`config.mk`:
```
export PLATFORM = sky130hd
export DESIGN_NAME = regarray_datapath
export DESIGN_NICKNAME = d
export VERILOG_FILES = /design/src/rtl/dp_pkg.sv /design/src/rtl/dp_decoder.sv /design/src/rtl/dp_select.sv /design/src/rtl/dp_regbank.sv /design/src/rtl/dp_units.sv /design/src/rtl/regarray_datapath.sv
export SDC_FILE = /design/constraint.sdc
export NUM_CORES = 1
export LEC_CHECK = 0
export BUFFER_PORTS_ARGS = -buffer_cell sky130_fd_sc_hd__buf_2
export CAP_MARGIN = 20
export CORE_MARGIN = 10
export CORE_UTILIZATION = 50
export CTS_CLUSTER_DIAMETER = 200
export DETAILED_ROUTE_END_ITERATION = 8
export PLACE_DENSITY = 0.65
export SLEW_MARGIN = 0
export SYNTH_ARGS = -nofsm -noshare
export SYNTH_HDL_FRONTEND = slang
export SYNTH_SLANG_ARGS = --single-unit
```
`constraint.sdc`:
```
create_clock -name clk -period 8 [get_ports clk]
set_input_delay 0.4 -clock clk [delete_from_list [all_inputs] [get_ports clk]]
set_output_delay 0.4 -clock clk [all_outputs]
set_load 0.03 [all_outputs]
```
`src/rtl/dp_pkg.sv`:
```
package dp_pkg;
   typedef enum logic [3:0] {
      OP_MOVA = 4'd0,
      OP_ZERO = 4'd1,
      OP_NOTA = 4'd2,
      OP_SHL  = 4'd3,
      OP_SHR  = 4'd4,
      OP_ADD  = 4'd5,
      OP_SUB  = 4'd6,
      OP_AND  = 4'd7,
      OP_OR   = 4'd8,
      OP_XOR  = 4'd9,
      OP_EXT  = 4'd10
   } dp_op_e;
   localparam int OP_W = 4;
endpackage

```
`src/rtl/dp_decoder.sv`:
```
module dp_decoder #(
   parameter int DEPTH = 8,
   localparam int IDX_W = $clog2(DEPTH)
) (
   input  logic             en,
   input  logic [IDX_W-1:0] idx,
   output logic [DEPTH-1:0] onehot
);
   for (genvar g = 0; g < DEPTH; g++) begin : g_line
      assign onehot[g] = en && (idx == IDX_W'(g));
   end
endmodule

```
`src/rtl/dp_select.sv`:
```
module dp_select #(
   parameter int WIDTH = 16,
   parameter int DEPTH = 8,
   localparam int IDX_W = $clog2(DEPTH)
) (
   input  logic [DEPTH*WIDTH-1:0] bank,
   input  logic [IDX_W-1:0]       sel,
   output logic [WIDTH-1:0]       word
);
   always_comb begin
      word = '0;
      for (int k = 0; k < DEPTH; k++) begin
         if (sel == IDX_W'(k)) word = bank[k*WIDTH +: WIDTH];
      end
   end
endmodule

```
`src/rtl/dp_regbank.sv`:
```
module dp_regbank #(
   parameter int WIDTH = 16,
   parameter int DEPTH = 8
) (
   input  logic                   clk,
   input  logic                   rst,
   input  logic [DEPTH-1:0]       load,
   input  logic [WIDTH-1:0]       din,
   output logic [DEPTH*WIDTH-1:0] bank
);
   for (genvar g = 0; g < DEPTH; g++) begin : g_reg
      logic [WIDTH-1:0] q;
      always_ff @(posedge clk) begin
         if (rst)          q <= '0;
         else if (load[g]) q <= din;
      end
      assign bank[g*WIDTH +: WIDTH] = q;
   end
endmodule

```
`src/rtl/dp_units.sv`:
```
module dp_units
   import dp_pkg::*;
#(
   parameter int WIDTH = 16
) (
   input  logic [WIDTH-1:0] opa,
   input  logic [WIDTH-1:0] opb,
   input  logic [WIDTH-1:0] ext,
   input  logic [OP_W-1:0]  code,
   output logic [WIDTH-1:0] result,
   output logic             cflag,
   output logic             cflag_upd
);
   logic [WIDTH:0] sum_w;
   logic [WIDTH:0] dif_w;

   assign sum_w = {1'b0, opa} + {1'b0, opb};
   assign dif_w = {1'b0, opa} - {1'b0, opb};

   always_comb begin
      cflag     = 1'b0;
      cflag_upd = 1'b0;
      unique case (dp_op_e'(code))
         OP_MOVA: result = opa;
         OP_ZERO: result = '0;
         OP_NOTA: result = ~opa;
         OP_SHL:  result = {opa[WIDTH-2:0], 1'b0};
         OP_SHR:  result = {1'b0, opa[WIDTH-1:1]};
         OP_ADD: begin
            result    = sum_w[WIDTH-1:0];
            cflag     = sum_w[WIDTH];
            cflag_upd = 1'b1;
         end
         OP_SUB: begin
            result    = dif_w[WIDTH-1:0];
            cflag     = dif_w[WIDTH];
            cflag_upd = 1'b1;
         end
         OP_AND:  result = opa & opb;
         OP_OR:   result = opa | opb;
         OP_XOR:  result = opa ^ opb;
         OP_EXT:  result = ext;
         default: result = '0;
      endcase
   end
endmodule

```
`src/rtl/regarray_datapath.sv`:
```
module regarray_datapath
   import dp_pkg::*;
#(
   parameter int WIDTH = 16,
   parameter int DEPTH = 8,
   localparam int IDX_W = $clog2(DEPTH)
) (
   input  logic             clk,
   input  logic             rst,
   input  logic             wr_en,
   input  logic [IDX_W-1:0] src_a,
   input  logic [IDX_W-1:0] src_b,
   input  logic [IDX_W-1:0] dst,
   input  logic [OP_W-1:0]  op,
   input  logic [WIDTH-1:0] ext_data,
   input  logic [IDX_W-1:0] rd_sel,
   output logic [WIDTH-1:0] rd_data,
   output logic             carry
);
   if (DEPTH < 2 || (DEPTH & (DEPTH - 1)) != 0) begin : g_bad_depth
      $error("DEPTH must be a power of two of at least 2");
   end
   if (WIDTH < 2) begin : g_bad_width
      $error("WIDTH must be at least 2");
   end

   logic [DEPTH*WIDTH-1:0] bank;
   logic [DEPTH-1:0]       we_vec;
   logic [WIDTH-1:0]       a_word, b_word, res_bus;
   logic                   c_next, c_upd;

   dp_decoder #(.DEPTH(DEPTH)) u_dec (
      .en(wr_en), .idx(dst), .onehot(we_vec));

   dp_regbank #(.WIDTH(WIDTH), .DEPTH(DEPTH)) u_bank (
      .clk(clk), .rst(rst), .load(we_vec), .din(res_bus), .bank(bank));

   dp_select #(.WIDTH(WIDTH), .DEPTH(DEPTH)) u_sel_a (
      .bank(bank), .sel(src_a), .word(a_word));
   dp_select #(.WIDTH(WIDTH), .DEPTH(DEPTH)) u_sel_b (
      .bank(bank), .sel(src_b), .word(b_word));
   dp_select #(.WIDTH(WIDTH), .DEPTH(DEPTH)) u_sel_rd (
      .bank(bank), .sel(rd_sel), .word(rd_data));

   dp_units #(.WIDTH(WIDTH)) u_units (
      .opa(a_word), .opb(b_word), .ext(ext_data), .code(op),
      .result(res_bus), .cflag(c_next), .cflag_upd(c_upd));

   always_ff @(posedge clk) begin
      if (rst)                 carry <= 1'b0;
      else if (wr_en && c_upd) carry <= c_next;
   end
endmodule

```
==> Flow_metrics.wiki <==
{| class="wikitable"
! Metric !! Value
|-
| Compound-cell area share of the yosys netlist || 28.4%
|-
| Sort of element at the end of the critical path || flip-flop
|-
| Count of input and output buffers || 51
|-
| Boundary pin count || 52
|-
| Clock Skew || 9.54 ps
|-
| RSZ-0062 raised after global routing || false
|-
| Fraction of final layout cells with drive strength greater than 1 || 17.2%
|-
| Global-route wire length before repair || roughly 56000 µm
|-
| Arrival time at the worst endpoint || 5500 ps
|-
| Via count normalized by instance count || 6.62
|-
| Clock tree from TritonCTS || done
|-
| Leading register cell type out of synthesis || sky130_fd_sc_hd__dfxtp_1
|-
| Number of enable flip-flop cells after synthesis || 0
|-
| Tcrit/Tclk final || 65.5%
|-
| Slowest library cell on the worst path || sky130_fd_sc_hd__buf_2
|-
| Syn Area/Cell || 8.49 µm²
|-
| Maximum number of pins on one net before global-route repair || 100
|-
| Timing-limited maximum frequency || 191 MHz
|-
| Sum of buffers and inverters on the critical path || 1
|-
| Critical path class || input pin to flip-flop
|-
| # Max-Cap Violations || 0
|-
| Pre-Repair DR Iteration Count || 5
|-
| Total count of hold-check failures in the final report || 0
|-
| Max-Slew Margin vs Limit || 23.9%
|-
| Worst Setup Start Kind || input pin
|-
| Placed cell area || 0.0109 mm²
|-
| Post-route setup TNS || 0 ps
|-
| Resized Gates After CTS || 0
|-
| Critical Path Fanout Max || 30
|-
| Count of endpoints failing setup in the final report || 0
|-
| Overall via count from detail_route || 10100
|-
| Vias in the first global route || 9629
|-
| Initial DRC count || 1132
|-
| Post-route DRC violation count || 0
|-
| Post-Synthesis Cells || 1245
|-
| Worst Tran Pin Value || about 1100 ps
|-
| Share of synthesized flip-flops with an asynchronous set or reset || 0%
|-
| Part of the Yosys area used for sequential elements || between 20% and 30%
|-
| Area share of the largest cell type after synthesis || 24.4%
|-
| GRT Overall Usage || 26.5%
|-
| Wire length per cell || ~24 µm
|-
| Starting density of the core || 50.6%
|-
| Clock Root Buffer || sky130_fd_sc_hd__clkbuf_16
|-
| Dominant cell by count in the synthesized netlist || sky130_fd_sc_hd__nor2_1
|-
| Number of buffers added by the clock tree synthesis step || 17
|-
| Number of standard-cell rows in the floorplan || 53
|-
| Cell types with the largest area share after synthesis || sky130_fd_sc_hd__dfxtp_1 24%, sky130_fd_sc_hd__mux4_2 10%, sky130_fd_sc_hd__a211oi_1 8.8%
|-
| Netlist area before placement || 0.0106 mm²
|-
| Synthesis Warnings || 0
|-
| Residual antenna-violating net count after detailed routing || 0
|-
| Clk buf depth || 2
|-
| Peak per-stage delay on the critical path || 760 ps
|-
| Mux contribution to synthesized area || 18.2%
|-
| Power density normalized to cell area || between 150 and 200 mW/mm²
|-
| Worst ir drop on vdd || 0.000154 V
|-
| GPL Wtd Cong || 0.939
|-
| Class of the tightest hold or removal check || input pin to flip-flop
|-
| Final Max Slew Viols || 0
|-
| Status || finished, final reports clean
|-
| Core area || 0.0209 mm²
|-
| Number of antenna violations at the first check in global routing || 1
|-
| Final non-filler cell area || between 0.01 and 0.015 mm²
|-
| Area Growth Syn to Fin || 9.30%
|-
| Post-synthesis register bit count || 129
|-
| Static leakage || 4.21 nW
|-
| Dominant combinational cell family by area after synthesis || compound AO/OA/AOI/OAI gates
|-
| Post-synth top area cell || sky130_fd_sc_hd__dfxtp_1
|-
| Net count after synthesis || 1333
|-
| Hold buffers post-CTS || 0
|-
| Global-route congestion overflow total || 0
|-
| XOR/XNOR Fraction of Synth Area || less than 1%
|-
| Cells traversed along the worst timing path || buf_2 -> nor2b_1 -> a21oi_1 -> o221ai_1 -> a221o_1 -> ha_1 -> fa_1 -> a21oi_2 -> o2111ai_2 -> o2111ai_1 -> o21ai_1 -> o21a_1 -> a211o_1 -> a2111oi_4 -> a211oi_1
|-
| Clock period minus final worst setup slack || 5240 ps
|-
| Fin Hold WS || approximately 370 ps
|-
| Clock edge transition at the registers on the reported setup and hold paths || 60 ps
|-
| Synthesized-area fraction occupied by and/or/nand/nor cells || 16.5%
|-
| Utilization after layout || 55.3%
|-
| HPWL Detailed || 23800 µm
|-
| Width of the die || approximately 170 µm
|-
| Data required time of the worst path || 8250 ps
|-
| Count of cell types in the netlist || just under 90
|-
| Number of nets in the layout || between 1000 and 1500
|-
| Die outline area || 0.0274 mm²
|-
| Adder-cell area share of the yosys netlist || 6.41%
|-
| Clock Latency Late Sink || between 400 and 500 ps
|-
| Final wirelength || ~36000 µm
|-
| Vert. Die Dim || 165 µm
|-
| N_diodes || 0
|-
| Crit path max-delay family || compound AO/OA/AOI/OAI gates
|-
| Pre-CTS setup slack || about 2500 ps
|-
| Sinks on Clock Net || 129
|-
| Worst Slack Setup Final || 2760 ps
|-
| Number of post-CTS setup repair buffers || 0
|-
| H-tree depth || 4
|-
| Most common library cells after synthesis || 203 x sky130_fd_sc_hd__nor2_1, 129 x sky130_fd_sc_hd__dfxtp_1, 124 x sky130_fd_sc_hd__a211oi_1
|}
## worst min-delay path, delay by kind of cell
family                 cells  cell delay, ps
buffers and inverters      1             150
AO/OA/AOI/OAI              2             200
## routing by layer
layer  vias to the layer above  share of wire (%)  global-route usage, %
met1                      4870                 42                   34.9
met5                         -                  0                      0
li1                       4643                  -                      -
met4                         0                2.8                   9.98
met3                        82                9.6                   5.80
met2                       487                 46                   41.6
## state kept, by name, summed over array words and instances, names as in the netlist
signal	count
u_bank.g.q	128
carry	1
## power by group
part           internal, W  total (W)  switching [W]
combinational     0.000164   0.000459       0.000295
clock             0.000538   0.000838       0.000300
sequential        0.000665   0.000689      0.0000240
total              0.00137    0.00199       0.000619
## final timing paths
kind | start | end | slack [ps] | cells after the start
worst max-delay path | src_b[0] | u_bank.g_reg[0].q[12] | 2760 | 15
worst min-delay path | wr_en | carry | 370 | 3
worst max register to register | u_bank.g_reg[7].q[0] | u_bank.g_reg[0].q[12] | 3470 | 13
worst min register to register | u_bank.g_reg[2].q[6] | u_bank.g_reg[2].q[6] | 520 | 2
## layout by cell type, fill, tap and decap left out, types with 47 or more instances in the layout
cell / instances
sky130_fd_sc_hd__mux2i_1: 52
sky130_fd_sc_hd__buf_2: 50
sky130_fd_sc_hd__mux4_2: 47
sky130_fd_sc_hd__a21oi_1: 57
sky130_fd_sc_hd__inv_1: 50
sky130_fd_sc_hd__nor2_1: 197
sky130_fd_sc_hd__ha_1: 51
sky130_fd_sc_hd__nand2_1: 98
sky130_fd_sc_hd__dfxtp_1: 129
sky130_fd_sc_hd__a211oi_1: 124
## cell families after synthesis
| logic type | after synthesis |
|---|---|
| buffers and inverters | 154 |
| AOI/OAI and AO/OA | 391 |
| muxes | 125 |
| adders and majority gates | 53 |
| DFF | 129 |
| and+or+nand+nor | 391 |
| xor gates and xnor gates | 2 |
## area by class of cell
class                   instances  area (µm²)
clock inverters                 9         154
multi-input cells             962        7400
flip-flops and latches        129        2580
repair buffers                 71         408
well taps                     275         344
fillers                      1926        9330
inverters                      54         203
clock buffers                  23         468
## metrics by stage
step	std cells	total power (W)
final	1523	0.00199
after floorplan	1245	0.00103
after global placement	1490	0.00115
after CTS	1522	0.00198
after detailed placement	1490	0.00115
after global routing	1523	0.00205
(Power assumes the default switching activity.)
